### config.mk
export PLATFORM = sky130hd
export DESIGN_NAME = mpu_region_guard
export DESIGN_NICKNAME = d
export VERILOG_FILES = /design/src/rtl/mpu_guard_pkg.sv /design/src/rtl/mpu_desc_bank.sv /design/src/rtl/mpu_region_eval.sv /design/src/rtl/mpu_region_guard.sv
export SDC_FILE = /design/constraint.sdc
export NUM_CORES = 1
export LEC_CHECK = 0
export ABC_AREA = 1
export BUFFER_PORTS_ARGS = -buffer_cell sky130_fd_sc_hd__buf_2
export CAP_MARGIN = 20
export CORE_MARGIN = 5
export CORE_UTILIZATION = 49
export DETAILED_ROUTE_END_ITERATION = 10
export MAX_ROUTING_LAYER = met4
export PLACE_DENSITY = 0.65
export SYNTH_ARGS = -nofsm -noshare
export SYNTH_HDL_FRONTEND = slang
export SYNTH_SLANG_ARGS = --single-unit
### constraint.sdc
create_clock -name clk -period 7.9 [get_ports clk]
set_input_delay 0.395 -clock clk [delete_from_list [all_inputs] [get_ports clk]]
set_output_delay 0.395 -clock clk [all_outputs]
set_load 0.05 [all_outputs]
### src/rtl/mpu_guard_pkg.sv
package mpu_guard_pkg;
  localparam int ADDR_W    = 32;
  localparam int GRAN_BITS = 5;
  localparam int MST_W     = 2;
  localparam int NUM_MST   = 1 << MST_W;
  localparam int KIND_BITS = 3;
  localparam int PERM_W    = KIND_BITS * NUM_MST;

  typedef enum logic [1:0] {
    ACC_READ  = 2'd0,
    ACC_WRITE = 2'd1,
    ACC_EXEC  = 2'd2,
    ACC_RSVD  = 2'd3
  } acc_kind_e;

  typedef struct packed {
    logic [ADDR_W-1:0] lo;
    logic [ADDR_W-1:0] hi;
    logic [PERM_W-1:0] perm;
    logic              valid;
  } region_t;

  // Granule-aligned inclusive window test
  function automatic logic in_window(logic [ADDR_W-1:0] a,
                                     logic [ADDR_W-1:0] lo,
                                     logic [ADDR_W-1:0] hi);
    logic [ADDR_W-1:0] gmask;
    gmask = (ADDR_W'(1) << GRAN_BITS) - ADDR_W'(1);
    return (a >= (lo & ~gmask)) && (a <= (hi | gmask));
  endfunction

  // Grant bit lookup: mask bit 3*master + kind, reserved kind never granted
  function automatic logic perm_grant(logic [PERM_W-1:0] perm,
                                      logic [MST_W-1:0]  mst,
                                      logic [1:0]        kind);
    if (kind == ACC_RSVD) return 1'b0;
    return perm[KIND_BITS * int'(mst) + int'(kind)];
  endfunction
endpackage

### src/rtl/mpu_desc_bank.sv
module mpu_desc_bank
  import mpu_guard_pkg::*;
#(
  parameter int N_REGIONS = 8,
  localparam int IDX_W  = $clog2(N_REGIONS),
  localparam int CFG_AW = IDX_W + 3
) (
  input  logic                          clk,
  input  logic                          rst_n,
  input  logic                          cfg_we,
  input  logic [CFG_AW-1:0]             cfg_addr,
  input  logic [31:0]                   cfg_wdata,
  output region_t [N_REGIONS-1:0]       regions,
  output logic                          en_q,
  output logic                          clr_pulse
);
  logic ctrl_sel;
  assign ctrl_sel  = cfg_we && cfg_addr[CFG_AW-1];
  assign clr_pulse = ctrl_sel && (cfg_addr[1:0] == 2'd1) && cfg_wdata[0];

  region_t regs_q [N_REGIONS];

  for (genvar g = 0; g < N_REGIONS; g++) begin : g_desc
    logic sel;
    assign sel = cfg_we && !cfg_addr[CFG_AW-1] && (cfg_addr[IDX_W+1:2] == IDX_W'(g));
    always_ff @(posedge clk) begin
      if (!rst_n) begin
        regs_q[g] <= '0;
      end else if (sel) begin
        case (cfg_addr[1:0])
          2'd0:    regs_q[g].lo    <= cfg_wdata;
          2'd1:    regs_q[g].hi    <= cfg_wdata;
          2'd2:    regs_q[g].perm  <= cfg_wdata[PERM_W-1:0];
          default: regs_q[g].valid <= cfg_wdata[0];
        endcase
      end
    end
    assign regions[g] = regs_q[g];
  end

  always_ff @(posedge clk) begin
    if (!rst_n) en_q <= 1'b0;
    else if (ctrl_sel && cfg_addr[1:0] == 2'd0) en_q <= cfg_wdata[0];
  end


  en_write_chk: assert property (@(posedge clk) disable iff (!rst_n)
    (ctrl_sel && cfg_addr[1:0] == 2'd0) |=> (en_q == $past(cfg_wdata[0])));
endmodule

### src/rtl/mpu_region_eval.sv
module mpu_region_eval
  import mpu_guard_pkg::*;
(
  input  logic              clk,
  input  logic              rst_n,
  input  region_t           rgn,
  input  logic [ADDR_W-1:0] acc_addr,
  input  logic [MST_W-1:0]  acc_master,
  input  logic [1:0]        acc_kind,
  output logic              no_hit,
  output logic              violation
);
  assign no_hit    = !(rgn.valid && in_window(acc_addr, rgn.lo, rgn.hi));
  assign violation = !perm_grant(rgn.perm, acc_master, acc_kind);


  invalid_miss_chk: assert property (@(posedge clk) disable iff (!rst_n)
    !rgn.valid |-> no_hit);


  lo_granule_hit_chk: assert property (@(posedge clk) disable iff (!rst_n)
    (rgn.valid && rgn.lo[ADDR_W-1:GRAN_BITS] <= rgn.hi[ADDR_W-1:GRAN_BITS]
     && acc_addr[ADDR_W-1:GRAN_BITS] == rgn.lo[ADDR_W-1:GRAN_BITS]) |-> !no_hit);


  rsvd_kind_chk: assert property (@(posedge clk) disable iff (!rst_n)
    (acc_kind == ACC_RSVD) |-> violation);
endmodule

### src/rtl/mpu_region_guard.sv
module mpu_region_guard
  import mpu_guard_pkg::*;
#(
  parameter int N_REGIONS = 8,
  localparam int CFG_AW = $clog2(N_REGIONS) + 3
) (
  input  logic              clk,
  input  logic              rst_n,
  input  logic              cfg_we,
  input  logic [CFG_AW-1:0] cfg_addr,
  input  logic [31:0]       cfg_wdata,
  input  logic              acc_valid,
  input  logic [31:0]       acc_addr,
  input  logic [1:0]        acc_master,
  input  logic [1:0]        acc_kind,
  output logic              prot_err,
  output logic              err_sticky,
  output logic [31:0]       err_addr,
  output logic [1:0]        err_master,
  output logic [1:0]        err_kind
);
  region_t [N_REGIONS-1:0] regions;
  logic                    en_q;
  logic                    clr_pulse;
  logic [N_REGIONS-1:0]    hit_vec;
  logic [N_REGIONS-1:0]    grant_vec;
  logic [N_REGIONS-1:0]    fault_vec;

  mpu_desc_bank #(.N_REGIONS(N_REGIONS)) u_bank (
    .clk       (clk),
    .rst_n     (rst_n),
    .cfg_we    (cfg_we),
    .cfg_addr  (cfg_addr),
    .cfg_wdata (cfg_wdata),
    .regions   (regions),
    .en_q      (en_q),
    .clr_pulse (clr_pulse)
  );

  for (genvar g = 0; g < N_REGIONS; g++) begin : g_eval
    logic nh, vi;
    mpu_region_eval u_eval (
      .clk        (clk),
      .rst_n      (rst_n),
      .rgn        (regions[g]),
      .acc_addr   (acc_addr),
      .acc_master (acc_master),
      .acc_kind   (acc_kind),
      .no_hit     (nh),
      .violation  (vi)
    );
    assign hit_vec[g]   = !nh;
    assign grant_vec[g] = !nh && !vi;
    assign fault_vec[g] = nh || vi;
  end

  // Any granting window wins: fault only when every window misses or denies
  logic err_evt;
  assign err_evt  = en_q && acc_valid && (&fault_vec);
  assign prot_err = err_evt;

  logic capture;
  assign capture = err_evt && (!err_sticky || clr_pulse);

  always_ff @(posedge clk) begin
    if (!rst_n) begin
      err_sticky <= 1'b0;
      err_addr   <= '0;
      err_master <= '0;
      err_kind   <= '0;
    end else begin
      err_sticky <= err_evt || (err_sticky && !clr_pulse);
      if (capture) begin
        err_addr   <= acc_addr;
        err_master <= acc_master;
        err_kind   <= acc_kind;
      end
    end
  end


  miss_faults_chk: assert property (@(posedge clk) disable iff (!rst_n)
    (acc_valid && en_q && hit_vec == '0) |-> prot_err);


  any_grant_wins_chk: assert property (@(posedge clk) disable iff (!rst_n)
    (grant_vec != '0) |-> !prot_err);


  fault_sets_sticky_chk: assert property (@(posedge clk) disable iff (!rst_n)
    prot_err |=> err_sticky);


  details_hold_chk: assert property (@(posedge clk) disable iff (!rst_n)
    (err_sticky && $past(err_sticky) && !$past(clr_pulse)) |-> $stable(err_addr));


  clear_works_chk: assert property (@(posedge clk) disable iff (!rst_n)
    (clr_pulse && !prot_err) |=> !err_sticky);
endmodule

== Word-level counts from Yosys, hierarchy flattened ==
Memory sizes are Yosys's and may differ from the RTL's.
Index checks and enable logic that the tools add are counted.

* Add/subtract/negate cells: 1
* Multiply operators: 1
* Order comparisons: 17
* Eq/ne operators: 10
* Mux-type cells: 167
* Bitwise operators: 32
* Reduce and logical (&&, ||, !) cells: 66

{| class="wikitable"
|+ Operators with widths
! kind !! number
|-
| 32-bit two-way mux || 16
|-
| 32-bit greater-or-equal comparator || 8
|-
| 32-bit less-or-equal comparator || 8
|-
| 1-bit two-way mux || 135
|-
| 12-bit two-way mux || 8
|-
| 1-bit logical AND || 33
|-
| 32-bit by 3-bit adder with 32-bit output || 1
|-
| 1-bit binary-select mux with 4-bit select || 8
|-
| 32-bit by 6-bit < comparator with 1-bit output, second input constant || 1
|-
| 1-bit bitwise OR || 32
|-
| 1-bit zero test || 19
|-
| 3-bit == test, second input constant || 4
|-
| 1-bit logical OR || 10
|-
| 8-bit AND reduction || 1
|-
| 3-bit by 2-bit == test with 1-bit output, second input constant || 2
|-
| 2-bit == test, second input constant || 2
|-
| 2-bit by 2-bit multiplier with 4-bit output, first input constant || 1
|-
| 3-bit by 1-bit == test with 1-bit output, second input constant || 1
|-
| 3-bit zero test || 1
|-
| 3-bit OR reduction || 1
|-
| 2-bit by 1-bit == test with 1-bit output, second input constant || 1
|-
| 2-bit zero test || 1
|}

* Register bits after elaboration: 38
* Memory bits (writable): 616
* Input port bits: 78
* Output and inout bits: 38
* Word-level logic and storage cells: 300
* Memories: 1

{| class="wikitable"
|+ Memory list
! name !! depth !! width !! rd ports !! clocked after memory_dff !! write ports !! line !! text
|-
| u_bank.regs_q || 8 || 77 || 8 || 0 || 8 || mpu_desc_bank.sv:21 || <nowiki>region_t regs_q [N_REGIONS];</nowiki>
|}

== Logic depth before layout (Yosys ltp) ==
* Word-level depth: 11
* Depth in mapped cells: 21
* Gate-level depth less buffers: 19

== Hierarchy ==
Synthesis repeated with hierarchy kept, for this count alone.

* Cells, all modules: 4260
* Area, all modules: 38167.9 µm²

{| class="wikitable"
|+ By module, submodules not included
! module !! times used !! cells each !! area each (µm²) !! seq. area each (µm²)
|-
| mpu_desc_bank || 1 || 1504 || 21953.6 || 18517.8
|-
| mpu_region_eval (g_eval[0].u_eval ...) || 7 || 302 || 1762.9 || 0.0
|-
| mpu_region_guard || 1 || 341 || 2117.0 || 740.7
|-
| mpu_region_eval (g_eval[7].u_eval) || 1 || 301 || 1756.7 || 0.0
|}

== Worst setup path after synthesis ==
No wires, ideal clock.

* Path type: input port to flip-flop
* Start point: in cfg_addr[1]
* End point: mem u_bank.regs_q[0][127] (netlist name) (enable)
* Arrival: 3040 ps
* Data required time: 7451 ps
* Slack: 4412 ps
* Stages on the path: 4
* Buffers on the path: 1
* Cells stage by stage: clkbuf_1 > nor2_1 > inv_1 > o21ai_0

{| class="wikitable"
|+ RTL lines
! item !! line !! text
|-
| start: declaration || mpu_region_guard.sv:10 || <nowiki>input logic [CFG_AW-1:0] cfg_addr,</nowiki>
|-
| end: declaration || mpu_desc_bank.sv:21 ||
|}

== Worst setup path in the final report ==
* Start point: in acc_master[0]
* End point: out prot_err

* Longest elaborated chain between the ends: 10
* Elaborated cells on any way between the ends: 52
* Classes of those cells: add/sub: 1; mul: 1; mux: 32; reduce/logical: 18

{| class="wikitable"
|+ RTL lines
! item !! line !! text
|-
| start: declaration || mpu_region_guard.sv:14 || <nowiki>input logic [1:0] acc_master,</nowiki>
|-
| 2-bit by 2-bit multiplier with 4-bit output (*) || mpu_guard_pkg.sv:37 || <nowiki>return perm[KIND_BITS * int'(mst) + int'(kind)];</nowiki>
|-
| 32-bit by 3-bit adder with 32-bit output (*) || mpu_guard_pkg.sv:37 ||
|-
| 1-bit binary-select mux with 4-bit select || mpu_guard_pkg.sv:37 ||
|-
| 1-bit two-way mux (implied by the code) (2 in series) || mpu_guard_pkg.sv:37 ||
|-
| 1-bit two-way mux || mpu_guard_pkg.sv:37 ||
|-
| 1-bit zero test || mpu_region_eval.sv:14 || <nowiki>assign violation = !perm_grant(rgn.perm, acc_master, acc_kind);</nowiki>
|-
| 1-bit logical OR || mpu_region_guard.sv:54 || <nowiki>assign fault_vec[g] = nh || vi;</nowiki>
|-
| 8-bit AND reduction (*) || mpu_region_guard.sv:59 || <nowiki>assign err_evt = en_q && acc_valid && (&fault_vec);</nowiki>
|-
| 1-bit logical AND (*) || mpu_region_guard.sv:59 ||
|-
| end: declaration || mpu_region_guard.sv:16 || <nowiki>output logic prot_err,</nowiki>
|}

Every way passes the cells marked *; elsewhere a longest branch is shown, timed or not. The select of a mux whose other input is x is not followed.

==> results by group <==
Outcome
  • Status: complete, no violations

Timing
  • Final number of setup-violating endpoints: 0
  • Setup repair after global routing missed its margin: no
  • Total negative slack: 0 ns
  • Final-report max-slew violation count: 0
  • Hold Fails Final Rpt: 0
  • Post-route clock period utilization: 57.91%
  • Slew HR: 22.58%
  • Maximum clock rate: 0.2186 GHz
  • Tightest Pin Transition: 1.160 ns
  • Fin Clk Skew: 0.02241 ns
  • Final Critical Period: 4.575 ns

Setup path
  • Type of origin of the critical path: input pin
  • Worst flop-to-flop path endpoint: err_addr[0]$_SDFFE_PN0P_
  • Cell type with the highest occurrence count on the critical path: sky130_fd_sc_hd__a21oi_1
  • Reg-to-Reg Start: u_bank.regs_q[0][198]$_SDFFCE_PN0P_
  • Arr. time, crit path: 4.18 ns
  • Start-to-end type of the worst setup path: input pin to output pin
  • Highest net fanout along the worst path: 38
  • Sort of element at the end of the critical path: output pin
  • Depth of the most critical reg-to-reg path: 17
  • Reg-to-reg setup timing slack: 4.36 ns
  • Req. time, crit path: 7.51 ns
  • Crit path largest cell delay: 1.13 ns
  • Critical-path cell list: buf_2 > inv_1 > ha_1 > fa_1 > inv_2 > a21oi_1 > a21oi_1 > a21oi_1 > nor2_1 > nand3_1 > nand3_2 > nor2_4 > buf_4 > nand2_1 > inv_1 > buf_2
  • CP max stage cell: sky130_fd_sc_hd__fa_1

Synth
  • Mapped Nets: 4363
  • Main synth FF type: sky130_fd_sc_hd__edfxtp_1
  • Library cells used by synthesis: 34
  • Share of synthesized flip-flops with an asynchronous set or reset: 0%
  • Share of the synthesized area in the top cell type: 47.21%
  • Post-synth top area cell: sky130_fd_sc_hd__edfxtp_1
  • Number of synthesis warnings: 0
  • Syn Std Cell Area: 0.03409 mm2
  • Total of flip-flops plus latches after synthesis: 574
  • Top cells by area, synth: sky130_fd_sc_hd__edfxtp_1 (47%), sky130_fd_sc_hd__ha_1 (16%), sky130_fd_sc_hd__nor2_1 (8.9%)
  • Cells after Synth: 3848
  • Mean area per synthesized cell: 8.860 um2
  • Number of enable-type register cells in the synthesized netlist: 536
  • Sequential fraction of the synthesis area: 49.44%

Placed design
  • Placer congestion estimate: 0.9190
  • Half-perimeter wire length of the detailed placement result: 61780 um
  • Count of input and output buffers: 115
  • Post-placement cell count: 4815

Min path
  • Hold Crit Class: input pin to register
  • Beginning of the worst hold path: acc_addr[2]
  • Cell depth of the worst hold path: 5
  • Hold Path End: err_addr[2]$_SDFFE_PN0P_

Drt
  • Number of DRC violations after detailed routing: 0
  • Count of TritonRoute iterations in the first routing pass: 5
  • Via count of the routed design: 25.84k
  • Post-Route WL: 95060 um
  • Remaining antenna violation count: 0
  • Initial DRC Count: 2157
  • Average wire per cell in the routed design: 19.25 um
  • Via density per instance: 5.233

Floorplan
  • Die H: 273.8 um
  • # rows: 96
  • Initial standard-cell utilization of the core: 49.53%
  • Die width: 273.8 um
  • Core area: 0.06883 mm2
  • DIE AREA: 0.07495 mm2
  • I/O pin count: 116

Cells and area
  • Commonest non-fill, non-tap cells in the layout: sky130_fd_sc_hd__nor2_1 (806), sky130_fd_sc_hd__inv_1 (692), sky130_fd_sc_hd__nand2_1 (651)
  • Fraction of final layout cells with drive strength greater than 1: 6.815%
  • Non-filler instance count after layout: 4938
  • Commonest non-fill, non-tap cell in the layout: sky130_fd_sc_hd__nor2_1
  • Layout Nets: 4472
  • Post-synthesis to final-layout area growth: 10.99%

GRT
  • Grt total ovfl: 0
  • Total Routing Usage GR: 25.79%
  • Wire length of the first global-routing pass: 142000 um
  • Number of global-route vias before repair: 24.26k
  • Number of antenna violations at the first check in global routing: 1
  • Maximum number of pins on one net before global-route repair: 65

Clock network
  • Post-CTS repair timing setup buffer count: 0
  • Post-cts resize count: 0
  • Num CTS Buffers: 67
  • Clock latency on the worst-skew pair: 0.61 ns
  • Total number of clock tree sinks: 574
  • Root buf cell: sky130_fd_sc_hd__clkbuf_16
  • H-tree level count: 3
  • CTS max path bufs: 3
  • CTS hold repair buffers: 0
  • TritonCTS clock tree: done
  • Clock slew at reported path FFs: 0.06 ns

Pwr
  • Pwr per Cell Area: 200.3 mW/mm2
  • Worst vdd ir: 178.8 uV
  • Leak: 18.07 nW

Run
  • Number of max-cap violations: 0
-- critical path: cells and delay by family --
kind | cells | cell delay, ns
fa+ha+maj | 2 | 1.46
simple gates | 5 | 0.47
compound gates | 3 | 0.45
buf+inv | 6 | 1.34
-- flip-flops by register name, summed over array words and instances, names as in the netlist --
register and flops:
err_addr 32, err_master 2, u_bank.regs_q 536, u_bank.en_q 1, err_sticky 1, err_kind 2
-- Yosys cell counts (3+ instances only) --
cell type	instances
sky130_fd_sc_hd__inv_2	3
sky130_fd_sc_hd__nand3_1	120
sky130_fd_sc_hd__nor4_1	3
sky130_fd_sc_hd__inv_1	693
sky130_fd_sc_hd__edfxtp_1	536
sky130_fd_sc_hd__dfxtp_1	38
sky130_fd_sc_hd__nor3_1	14
sky130_fd_sc_hd__buf_1	6
sky130_fd_sc_hd__buf_6	3
sky130_fd_sc_hd__o21ai_1	4
sky130_fd_sc_hd__a21oi_1	187
sky130_fd_sc_hd__buf_2	18
sky130_fd_sc_hd__and2_1	6
sky130_fd_sc_hd__nand4_1	92
sky130_fd_sc_hd__nor3b_1	3
sky130_fd_sc_hd__buf_4	11
sky130_fd_sc_hd__nor2_1	806
sky130_fd_sc_hd__ha_1	436
sky130_fd_sc_hd__nand3b_1	5
sky130_fd_sc_hd__a21o_1	21
sky130_fd_sc_hd__nand2_1	652
sky130_fd_sc_hd__o21a_1	25
sky130_fd_sc_hd__o21ai_0	70
sky130_fd_sc_hd__clkbuf_1	83
-- layer usage --
layer  GRT usage (%)  wire length, um  vias to the layer above
met3           4.558             6999                      202
met1           32.70            39540                    12120
li1                -                -                    12666
met2           41.92            44620                      855
met4           9.266             3903                        0
met5               -                0                        -
-- through the flow --
stage               area, um2  worst slack, ns  utilization (%)  power [mW]  hold slack [ns]
floorplan               34090            4.412                -       4.267           0.5023
global placement        35660            3.445            51.82       4.620           0.4989
detailed placement      35710            3.299            51.88       4.648           0.4935
CTS                     37780            3.357            54.89       7.621           0.1329
global route            37840            3.033            54.98       7.897           0.1683
finish                  37840            3.325            54.98       7.579           0.1568
-- cells by family after synthesis --
family          Yosys count  synth area share [%]
fa+ha+maj               437                 16.06
simple gates           1710                 20.30
buf+inv                 817                 9.248
flops                   574                 49.44
compound gates          309                 4.903
xor+xnor                  1               0.04772
-- worst max-delay path by stage --
stage / startpoint / endpoint / slack, ns / cells after the start
floorplan: cfg_addr[1] / u_bank.regs_q[0][127]$_SDFFCE_PN0P_ / 4.41 / 4
global placement: acc_master[0] / err_addr[17]$_SDFFE_PN0P_ / 3.45 / 17
detailed placement: acc_master[0] / err_addr[0]$_SDFFE_PN0P_ / 3.30 / 17
CTS: acc_master[0] / prot_err / 3.36 / 16
global route: acc_master[0] / prot_err / 3.03 / 16
finish: acc_master[0] / prot_err / 3.33 / 16
-- report_power, final --
group          internal (mW)  switching, mW
combinational          0.328          0.747
clock                   1.76           1.23
sequential              3.47         0.0427
total                   5.56           2.02
-- area by class of cell --
class	instances	area, um2
fill	6222	30990
sequential	574	16860
multi-input combinational	2457	14150
inverter	696	2613
clock buffer	90	1837
tap	931	1165
timing repair buffer	161	980.9
clock inverter	28	232.7
antenna	1	2.502
Power figures use the tool's default switching activity.
